==> src/rtl/swap_pkg.sv <==
package swap_pkg;
  typedef enum logic [1:0] {
    GRAN_WORD = 2'b00,
    GRAN_HALF = 2'b01,
    GRAN_BYTE = 2'b10,
    GRAN_BIT  = 2'b11
  } swap_gran_e;
endpackage

==> src/rtl/swap_word.sv <==
module swap_word
  import swap_pkg::*;
#(
  parameter int WORD_W = 32
) (
  input  swap_gran_e          gran,
  input  logic [WORD_W-1:0]   din,
  output logic [WORD_W-1:0]   dout
);
  localparam int HALF_W = WORD_W / 2;
  localparam int BYTES  = WORD_W / 8;

  logic [WORD_W-1:0] half_x;
  logic [WORD_W-1:0] byte_r;
  logic [WORD_W-1:0] bit_r;

  assign half_x = {din[HALF_W-1:0], din[WORD_W-1:HALF_W]};

  genvar gb;
  generate
    for (gb = 0; gb < BYTES; gb++) begin : g_byte
      assign byte_r[8*gb +: 8] = din[8*(BYTES-1-gb) +: 8];
    end
    for (gb = 0; gb < WORD_W; gb++) begin : g_bit
      assign bit_r[gb] = din[WORD_W-1-gb];
    end
  endgenerate

  always_comb begin
    unique case (gran)
      GRAN_HALF: dout = half_x;
      GRAN_BYTE: dout = byte_r;
      GRAN_BIT:  dout = bit_r;
      default:   dout = din;
    endcase
  end
endmodule

==> src/rtl/swap_stage.sv <==
module swap_stage
  import swap_pkg::*;
#(
  parameter int WORD_W  = 32,
  parameter int BLK_W   = 128,
  parameter bit OUT_REG = 1'b1
) (
  input  logic             clk,
  input  logic             rst,
  input  swap_gran_e       gran,
  input  logic [BLK_W-1:0] din,
  output logic [BLK_W-1:0] dout
);
  localparam int NWORDS = BLK_W / WORD_W;

  logic [BLK_W-1:0] swapped;

  genvar gw;
  generate
    for (gw = 0; gw < NWORDS; gw++) begin : g_word
      swap_word #(.WORD_W(WORD_W)) u_word (
        .gran (gran),
        .din  (din[WORD_W*gw +: WORD_W]),
        .dout (swapped[WORD_W*gw +: WORD_W])
      );
    end

    if (OUT_REG) begin : g_reg
      always_ff @(posedge clk) begin
        if (rst) dout <= '0;
        else     dout <= swapped;
      end
    end else begin : g_comb
      assign dout = swapped;
    end
  endgenerate
endmodule

==> src/rtl/data_swap_unit.sv <==
module data_swap_unit
  import swap_pkg::*;
#(
  parameter int WORD_W  = 32,
  parameter int BLK_W   = 128,
  parameter bit OUT_REG = 1'b1
) (
  input  logic             clk,
  input  logic             rst,
  input  logic [1:0]       swap_sel,
  input  logic [BLK_W-1:0] bus_blk_i,
  output logic [BLK_W-1:0] core_blk_o,
  input  logic [BLK_W-1:0] core_res_i,
  output logic [BLK_W-1:0] bus_res_o
);
  localparam int NWORDS = BLK_W / WORD_W;
  localparam int HALF_W = WORD_W / 2;

  swap_gran_e gran;
  assign gran = swap_gran_e'(swap_sel);   // one selector for both paths

  swap_stage #(.WORD_W(WORD_W), .BLK_W(BLK_W), .OUT_REG(OUT_REG)) u_in_path (
    .clk  (clk),
    .rst  (rst),
    .gran (gran),
    .din  (bus_blk_i),
    .dout (core_blk_o)
  );

  swap_stage #(.WORD_W(WORD_W), .BLK_W(BLK_W), .OUT_REG(OUT_REG)) u_out_path (
    .clk  (clk),
    .rst  (rst),
    .gran (gran),
    .din  (core_res_i),
    .dout (bus_res_o)
  );

  generate
    if (OUT_REG) begin : g_chk
      AST_WORD_PASS: assert property (@(posedge clk) disable iff (rst)
        (!$past(rst) && $past(swap_sel) == 2'b00) |-> core_blk_o == $past(bus_blk_i));
      AST_HALF_TRADE: assert property (@(posedge clk) disable iff (rst)
        (!$past(rst) && $past(swap_sel) == 2'b01) |->
          core_blk_o[HALF_W-1:0] == $past(bus_blk_i[WORD_W-1:HALF_W]));
      AST_BYTE_REV: assert property (@(posedge clk) disable iff (rst)
        (!$past(rst) && $past(swap_sel) == 2'b10) |->
          bus_res_o[7:0] == $past(core_res_i[WORD_W-1:WORD_W-8]));
      AST_BIT_REV: assert property (@(posedge clk) disable iff (rst)
        (!$past(rst) && $past(swap_sel) == 2'b11) |->
          (core_blk_o[0] == $past(bus_blk_i[WORD_W-1]) &&
           bus_res_o[WORD_W-1] == $past(core_res_i[0])));
      for (genvar k = 0; k < NWORDS; k++) begin : g_ones
        AST_ONES_KEPT: assert property (@(posedge clk) disable iff (rst)
          !$past(rst) |->
            ($countones(core_blk_o[WORD_W*k +: WORD_W]) ==
               $countones($past(bus_blk_i[WORD_W*k +: WORD_W])) &&
             $countones(bus_res_o[WORD_W*k +: WORD_W]) ==
               $countones($past(core_res_i[WORD_W*k +: WORD_W]))));
      end
    end
  endgenerate
endmodule

==> config.mk <==
export PLATFORM = sky130hd
export DESIGN_NAME = data_swap_unit
export DESIGN_NICKNAME = d
export VERILOG_FILES = /design/src/rtl/swap_pkg.sv /design/src/rtl/swap_word.sv /design/src/rtl/swap_stage.sv /design/src/rtl/data_swap_unit.sv
export SDC_FILE = /design/constraint.sdc
export NUM_CORES = 1
export LEC_CHECK = 0
export ABC_AREA = 1
export BUFFER_PORTS_ARGS = -buffer_cell sky130_fd_sc_hd__buf_2
export CAP_MARGIN = 20
export CORE_AREA = 2 2 199 201
export CTS_CLUSTER_SIZE = 25
export DETAILED_ROUTE_END_ITERATION = 10
export DIE_AREA = 0 0 201 203
export GPL_TIMING_DRIVEN = 1
export SYNTH_ARGS = -nofsm -noshare
export SYNTH_HDL_FRONTEND = slang
export SYNTH_SLANG_ARGS = --single-unit
==> constraint.sdc <==
create_clock -name clk -period 1.5 [get_ports clk]
set_clock_uncertainty 0.15 [all_clocks]
set_input_delay 0.075 -clock clk [delete_from_list [all_inputs] [get_ports clk]]
set_output_delay 0.075 -clock clk [all_outputs]
set_load 0.02 [all_outputs]
* After elaboration in Yosys (flattened, before gate mapping)
Cells that the tools add are included.
Widths: inputs -> output; s select.
** Word-level totals
- Register bits :: 256
- Output and inout bits :: 256
- Logic and storage cells :: 13
** Cells by class
- Equality and inequality tests :: 3
- Mux-type cells :: 8
** Operators with widths (count)
- $pmux 32 s3 :: 8
- $eq 2x2->1 const B :: 2
- $eq 2x1->1 const B :: 1

* Logic depth before layout (Yosys ltp)
Gate-level depths: netlist of the first run.
- Word-level depth :: 2
- Depth in mapped cells :: 10
- Depth with buffers taken out :: 6

* Modules after synthesis
A second synthesis of the first run with hierarchy kept.
** Second synthesis, totals
- Cells, all modules :: 2372
- Area, all modules :: 15632.5 um2
** Modules (own cells, without submodules)
- swap_word :: instances 8, cells each 197, area an instance 1034.7 um2, sequential area each 0.0 um2
- swap_stage :: instances 2, cells each 398, area an instance 3677.3 um2, sequential area each 2562.5 um2

* Least setup slack after synthesis of the first run
No wires, ideal clock.
- Path type :: input to register
- Start point :: input port swap_sel[1]
- End point :: register u_in_path.dout[73]
- Library setup time :: 117 ps
- Data arrival time :: 970 ps
- Required time :: 1233 ps
- Slack :: 263 ps
- Stages :: 8
- Path through :: buf_4 -> inv_4 -> nand2_4 -> buf_6 -> buf_6 -> buf_2 -> o21ai_0 -> nor2_1
** Between the ends
- Cells in the longest elaborated chain, start to end :: 2
** Ends and longest elaborated chain
- start: declaration :: line data_swap_unit.sv:10 : input logic [1:0] swap_sel,
- $eq 2x2->1 / $eq 2x1->1 (equally long branches) :: line swap_word.sv:30 : unique case (gran)
- $pmux 32 s3 * :: line swap_word.sv:30
- end signal: assignment :: line swap_stage.sv:31 : else dout <= swapped;
- end: declaration :: line swap_stage.sv:12 : output logic [BLK_W-1:0] dout
Every way passes the cells marked *; elsewhere a longest branch is shown, timed or not.
A chain may end at the register's enable or synchronous reset.

* Final worst setup path of the first run
- Start point :: input port swap_sel[0]
- End point :: register u_in_path.dout[71]
The elaborated chain is that of the path after synthesis.

==> out/qor.yml, run 1 <==
run_status:
  status: "finished with violations"
  violations: "negative hold slack"
timing:
  setup_viol: 0
  fmax_ghz: 0.675
  tns_ps: 0
  rsz0062_at_grt: "no"
  slew_viol_final: 0
  worst_pin_slew_ps: 508
  min_period_over_period_pct: 98.8
  finalCriticalPeriod_ps: 1480
  hold_ws_ps: -0.630
  slew_headroom_pct: 66.2
  finalHoldViolations: 1
worst_setup_path:
  path_cells: "buf_6, buf_16, buf_4, nand3_1, nand2_1, nor2_1, nor2_1, dlygate4sd3_1"
  crit_type: "in2reg"
  cp_slowest_cell: "dlygate4sd3_1"
  crit_top_cell: "nor2_1"
  required_ps: 1850
  arrival_ps: 1830
  slowest_delay_ps: 580
  path_max_fanout: 69
  start_kind: "input pin"
  endpoint_kind: "register"
logic_synthesis:
  syn_nets: 2684
  netlist_area_sq_mm: 0.0143
  synth-seq-cells: 256
  synth.distinct_cells: 21
  synth_cells: 2424
  synth_warnings: 0
  avgSynthCellArea_sq_um: 5.92
  synth-seq-area-share_pct: 35.7
drt:
  drt_first_pass_iters: 6
  avgRoutedWirePerCell_um: 16.7
  wl_um: 65300
  route.detailed.drc: 0
  vias: 19900
  ant_nets: 0
  viasPerCell: 5.10
  drtIter0Drc: 1676
power:
  switching_share_pct: 31.7
  power.density_mw_per_mm2: 869
  ir_worst_vdd_mv: 0.876
  leakage_nw: 12.2
  pwr-share-comb_pct: 28.5
  p_clk_share_pct: 34.9
  seq_power_share_pct: 36.6
  internal_power_mw: 14.1
  p_sw_mw: 6.52
  p_total_mw: 20.6
placement:
  gp_congestion: 0.917
  dp_hpwl_um: 41200
  io_buffers: 515
cells_and_area:
  final_cell_mix: "614 x nand2_1, 513 x buf_2, 508 x dlygate4sd3_1, 465 x nor2_1, 341 x o21ai_0"
  syn2layout_area_growth_pct: 65.2
  drive_gt1_share_pct: 18.8
  layout.nets: 3623
  diodes: 0
  mostFrequentLayoutCell: "nand2_1"
floorplan:
  initial_core_util_pct: 37.3
  rows: 72
  core_area_sq_mm: 0.0385
  die-height_um: 203
  pin_count: 516
  die_area_sq_mm: 0.0408
  die_x_um: 201
global_route:
  grt_pass1_vias: 19800
  grt_max_degree: 103
  track_usage_pct: 30.7
  grt_overflow: 0
  grt_pass1_wl_um: 102000
  antenna_found_initial: 0
cts:
  cts_sinks: 256
  h-tree-depth: 1
  clkSlewWorstSetupHoldPaths_ps: 60
  numCtsBuffers: 30
  cts_tree: "built"
  clockBufferDepth: 3
  cts_setup_buffers: 0
  root_buffer: "clkbuf_16"
worst_hold_path:
  hp-class: "in2reg"
job:
  cap_violations: 0
## layout make-up
type                    instances  area (sq um)
repair buffers               1091          8590
well taps                     518           648
clock buffers                  45           888
flip-flops and latches        256          5120
multi-input cells            1778          7590
inverters                     206           787
fillers                      3457         14800
clock inverters                 6          57.6
## cell usage after synthesis
master    count  area [sq um]
nor2_1      465          1750
a21oi_1     100           500
nand2_4       1          11.3
buf_2        59           295
buf_6         3          33.8
dfxtp_1     256          5120
nand3_1     201          1010
o21a_1        1          7.51
buf_1         7          26.3
inv_1       203           762
o21ai_0     341          1710
nor2_4        1          11.3
nand2_1     615          2310
buf_4        21           158
clkbuf_2      5          25.0
inv_2         1          3.75
nor2_2        2          12.5
o21ai_1      49           245
or2_2         2          12.5
clkbuf_1     89           334
inv_4         2          12.5
## path summary, 6_finish.rpt
kind | end | startpoint | slack, ps | depth (start not counted)
worst min-delay path | u_out_path.dout[105]$_SDFF_PP0_ | rst | -0.6 | 5
worst max-delay path | u_in_path.dout[71]$_SDFF_PP0_ | swap_sel[0] | 20 | 8
## per-layer routing
metal | vias up | part of all wire (%) | GRT usage [%]
met5 | - | 0 | 0
met4 | 0 | 5.1 | 16.3
met3 | 256 | 8.8 | 6.12
met2 | 1121 | 48 | 53.6
met1 | 9021 | 38 | 35.4
li1 | 9503 | - | -
## registers in the layout (all words and copies together), names as in the netlist
| register | count |
|---|---|
| u_out_path.dout | 128 |
| u_in_path.dout | 128 |
## kinds of logic after synthesis
family,share of synthesized area (%)
and+or+nand+nor,35.6
buffers and inverters,11.5
DFF,35.7
AOI/OAI and AO/OA,17.2
## stage by stage
stage | util [%] | area, sq um | std cells | setup slack (ps) | hold WS [ps]
final | 61.6 | 23700 | 3900 | 18.1 | -0.630
after floorplan | - | 14300 | 2424 | 263 | 87.9
after CTS | 61.6 | 23700 | 3901 | 2.89 | 0.450
after detailed placement | 45.9 | 17700 | 3341 | 43.6 | 225
after global routing | 61.6 | 23700 | 3900 | 4.94 | 24.7
after global placement | 45.9 | 17700 | 3341 | 63.9 | 222
## power groups by stage
stage          registers, mW  clock network [mW]  logic, mW
2_1_floorplan           8.33                   0       1.95
3_3_place_gp            7.68                   0       4.51
3_5_place_dp            7.68                   0       4.54
4_1_cts                 7.54                7.27       5.73
5_1_grt                 7.58                7.53       6.38
6_report                7.54                7.18       5.87
## worst max-delay path, delay by kind of cell
family,cells,cell delay [ps]
buffers and inverters,4,1320
and+or+nand+nor,4,400
## what timing repair did
action,4_1_cts,5_1_grt
gates resized for setup,0,2
endpoints found under the hold margin,256,0
hold buffers,509,0
setup endpoints to repair,0,13
Note: power is estimated with default switching activity, not from simulation.
==> run 2, diff against run 1 <==
--- a/config.mk
+++ b/config.mk
@@ -7,12 +7,13 @@
 export LEC_CHECK = 0
 export ABC_AREA = 1
 export BUFFER_PORTS_ARGS = -buffer_cell sky130_fd_sc_hd__buf_2
-export CAP_MARGIN = 20
+export CAP_MARGIN = 40
 export CORE_AREA = 2 2 199 201
 export CTS_CLUSTER_SIZE = 25
 export DETAILED_ROUTE_END_ITERATION = 10
 export DIE_AREA = 0 0 201 203
 export GPL_TIMING_DRIVEN = 1
+export MAX_ROUTING_LAYER = met4
 export SYNTH_ARGS = -nofsm -noshare
 export SYNTH_HDL_FRONTEND = slang
 export SYNTH_SLANG_ARGS = --single-unit
==> constraint.sdc (replaced) <==
create_clock -name clk -period 1.5 [get_ports clk]
set_clock_uncertainty 0.15 [all_clocks]
set_input_delay 0.3 -clock clk [delete_from_list [all_inputs] [get_ports clk]]
set_output_delay 0.3 -clock clk [all_outputs]
set_load 0.02 [all_outputs]
==> run 2 against run 1 <==
The flow finishes with violations (negative hold slack, negative setup slack). Critical path depth decreased by 7. Hold slack got worse by 64 ps. Critical path type is now reg2out. Sequential cell count unchanged. Clock power increased by 11%. Global-route usage increased by 1.8 points. Maximum frequency decreased by 4.8%. Non-clock buffer count decreased by 230.
==> out/qor.yml, run 2 (same netlist as run 1, synthesis figures left out) <==
power:
  seq_power_share_pct: 35.0  # -1.6 points
  ir_worst_vdd_mv: 0.899  # +2.7%
  internal_power_mw: 15.3  # +8.4%
  power.density_mw_per_mm2: 896  # +3.1%
  leakage_nw: 13.0  # +6.6%
  switching_share_pct: 31.3  # -0.38 points
  p_clk_share_pct: 35.8  # +0.9 points
  p_sw_mw: 6.95  # +6.5%
  pwr-share-comb_pct: 29.2  # +0.7 points
run_status:
  status: "finished with violations"
  violations: "negative hold slack, negative setup slack"
timing:
  worst_pin_slew_ps: 303  # -204 ps
  setup_viol: 17  # +17
  min_period_over_period_pct: 104  # +5.0 points
  fmax_ghz: 0.642  # -4.8%
  finalCriticalPeriod_ps: 1560  # +75.2 ps
  hold_ws_ps: -64.9  # -64.3 ps
  rsz0062_at_grt: "yes"
  setup_slack_ps: -57.1  # -75.2 ps
  slew_viol_final: 0  # unchanged
  finalHoldViolations: 6  # +5
  slew_headroom_pct: 79.8  # +14 points
worst_setup_path:
  cp_slowest_cell: "dfxtp_2"
  start_kind: "register"
  path_buf_inv: 1  # -3
  slowest_delay_ps: 390  # -190 ps
  required_ps: 1050  # -800 ps
  path_cells: "buf_6"
  endpoint_kind: "output port"
  crit_type: "reg2out"
  arrival_ps: 1110  # -720 ps
  path_delay_family: "flip-flops"
  path_max_fanout: 1  # -99%
worst_hold_path:
  min_path_cells: 5  # unchanged
  min-delay-start: "bus_blk_i[78]"
  hp-class: "in2reg"
  hold_end: "u_in_path.dout[94]$_SDFF_PP0_"
floorplan:
  core_area_sq_mm: 0.0385  # unchanged
  die_area_sq_mm: 0.0408  # unchanged
  die_x_um: 201  # unchanged
  initial_core_util_pct: 37.3  # unchanged
  rows: 72  # unchanged
  die-height_um: 203  # unchanged
  pin_count: 516  # unchanged
cts:
  cts_sinks: 256  # unchanged
  clockBufferDepth: 3  # unchanged
  numCtsBuffers: 31  # +3.3%
  h-tree-depth: 1  # unchanged
  cts_tree: "built"
  root_buffer: "clkbuf_16"
  clkSlewWorstSetupHoldPaths_ps: 60  # about the same
global_route:
  grt_overflow: 0  # unchanged
  grt_max_degree: 72  # -30%
  track_usage_pct: 32.5  # +1.8 points
  grt_pass1_vias: 19600  # -1.0%
  grt_pass1_wl_um: 104000  # +1.9%
  antenna_found_initial: 2  # +2
drt:
  route.detailed.drc: 0  # unchanged
  avgRoutedWirePerCell_um: 19.1  # +14%
  wl_um: 70300  # +7.7%
  drtIter0Drc: 1658  # -1.1%
  viasPerCell: 5.33  # +4.5%
  drt_first_pass_iters: 6  # unchanged
  vias: 19600  # -1.5%
  ant_nets: 0  # unchanged
placement:
  gp_congestion: 0.941  # +2.7%
  dp_hpwl_um: 42800  # +3.8%
  io_buffers: 515  # unchanged
cells_and_area:
  largestRegisters: "u_in_path.dout: 128 flops, u_out_path.dout: 128 flops"
  mostFrequentLayoutCell: "nand2_1"
  fin_util_pct: 64.4  # +2.8 points
  final_cell_mix: "611 x nand2_1, 449 x nor2_1, 284 x o21ai_0, 237 x dlygate4sd3_1, 236 x buf_6"
  drive_gt1_share_pct: 27.1  # +8.3 points
  layout.nets: 3395  # -6.3%
  syn2layout_area_growth_pct: 72.7
job:
  cap_violations: 0  # unchanged
-- run 2: worst max-delay path by stage --
stage          cells past startpoint  slack, ps                        endpoint                            start
2_1_floorplan                      8         40   u_in_path.dout[73]$_SDFF_PP0_                      swap_sel[1]
3_3_place_gp                       9       -120  u_in_path.dout[127]$_SDFF_PP0_                      swap_sel[1]
3_5_place_dp                       7       -100   u_in_path.dout[95]$_SDFF_PP0_                      swap_sel[0]
4_1_cts                            1        -60                  bus_res_o[105]  u_out_path.dout[105]$_SDFF_PP0_
5_1_grt                            7        -90   u_in_path.dout[15]$_SDFF_PP0_                    bus_blk_i[16]
6_report                           1        -60                  bus_res_o[125]  u_out_path.dout[125]$_SDFF_PP0_
-- run 2: metrics by stage --
| stage | instance area [sq um] | instances | setup WS, ps | TNS, ps | power [mW] |
|---|---|---|---|---|---|
| 2_1_floorplan | 14300 | 2424 | 37.9 | 0 | 10.3 |
| 3_3_place_gp | 18000 | 3378 | -124 | -3840 | 12.3 |
| 3_5_place_dp | 18000 | 3378 | -103 | -6250 | 12.4 |
| 4_1_cts | 24400 | 3817 | -59.6 | -1260 | 21.8 |
| 5_1_grt | 24800 | 3677 | -88.4 | -1530 | 23.1 |
| 6_report | 24800 | 3677 | -57.1 | -227 | 22.2 |
-- run 2: final cells by class --
| class | count | area (sq um) |
|---|---|---|
| multi-input combinational | 1779 | 7710 |
| timing repair buffer | 861 | 9150 |
| inverter | 206 | 801 |
| clock buffer | 44 | 895 |
| antenna | 2 | 5.00 |
| sequential | 256 | 5400 |
| clock inverter | 11 | 164 |
| fill | 3201 | 13700 |
| tap | 518 | 648 |
-- run 2: per-layer routing --
| metal | vias up | global-route usage (%) | part of all wire (%) |
|---|---|---|---|
| li1 | 9072 | - | - |
| met1 | 8872 | 36.6 | 36 |
| met2 | 1350 | 53.6 | 48 |
| met3 | 305 | 6.92 | 10 |
| met4 | 0 | 18.6 | 5.7 |
| met5 | - | - | 0 |
-- run 2: power groups by stage --
| stage | Clock (mW) | Combinational [mW] | Sequential [mW] |
|---|---|---|---|
| floorplan | 0 | 1.95 | 8.33 |
| detailed placement | 0 | 4.67 | 7.68 |
| CTS | 8.04 | 6.10 | 7.71 |
| global route | 8.30 | 6.97 | 7.79 |
| finish | 7.95 | 6.49 | 7.76 |
| global placement | 0 | 4.64 | 7.69 |
-- run 2: repair_timing --
item | in CTS | in global routing
endpoints found under the hold margin | 255 | 1
resized for setup | 583 | 363
gates cloned | 0 | 19
setup buffers | 0 | 40
pin swaps | 0 | 88
hold buffers | 384 | 1
setup endpoints to repair | 236 | 267
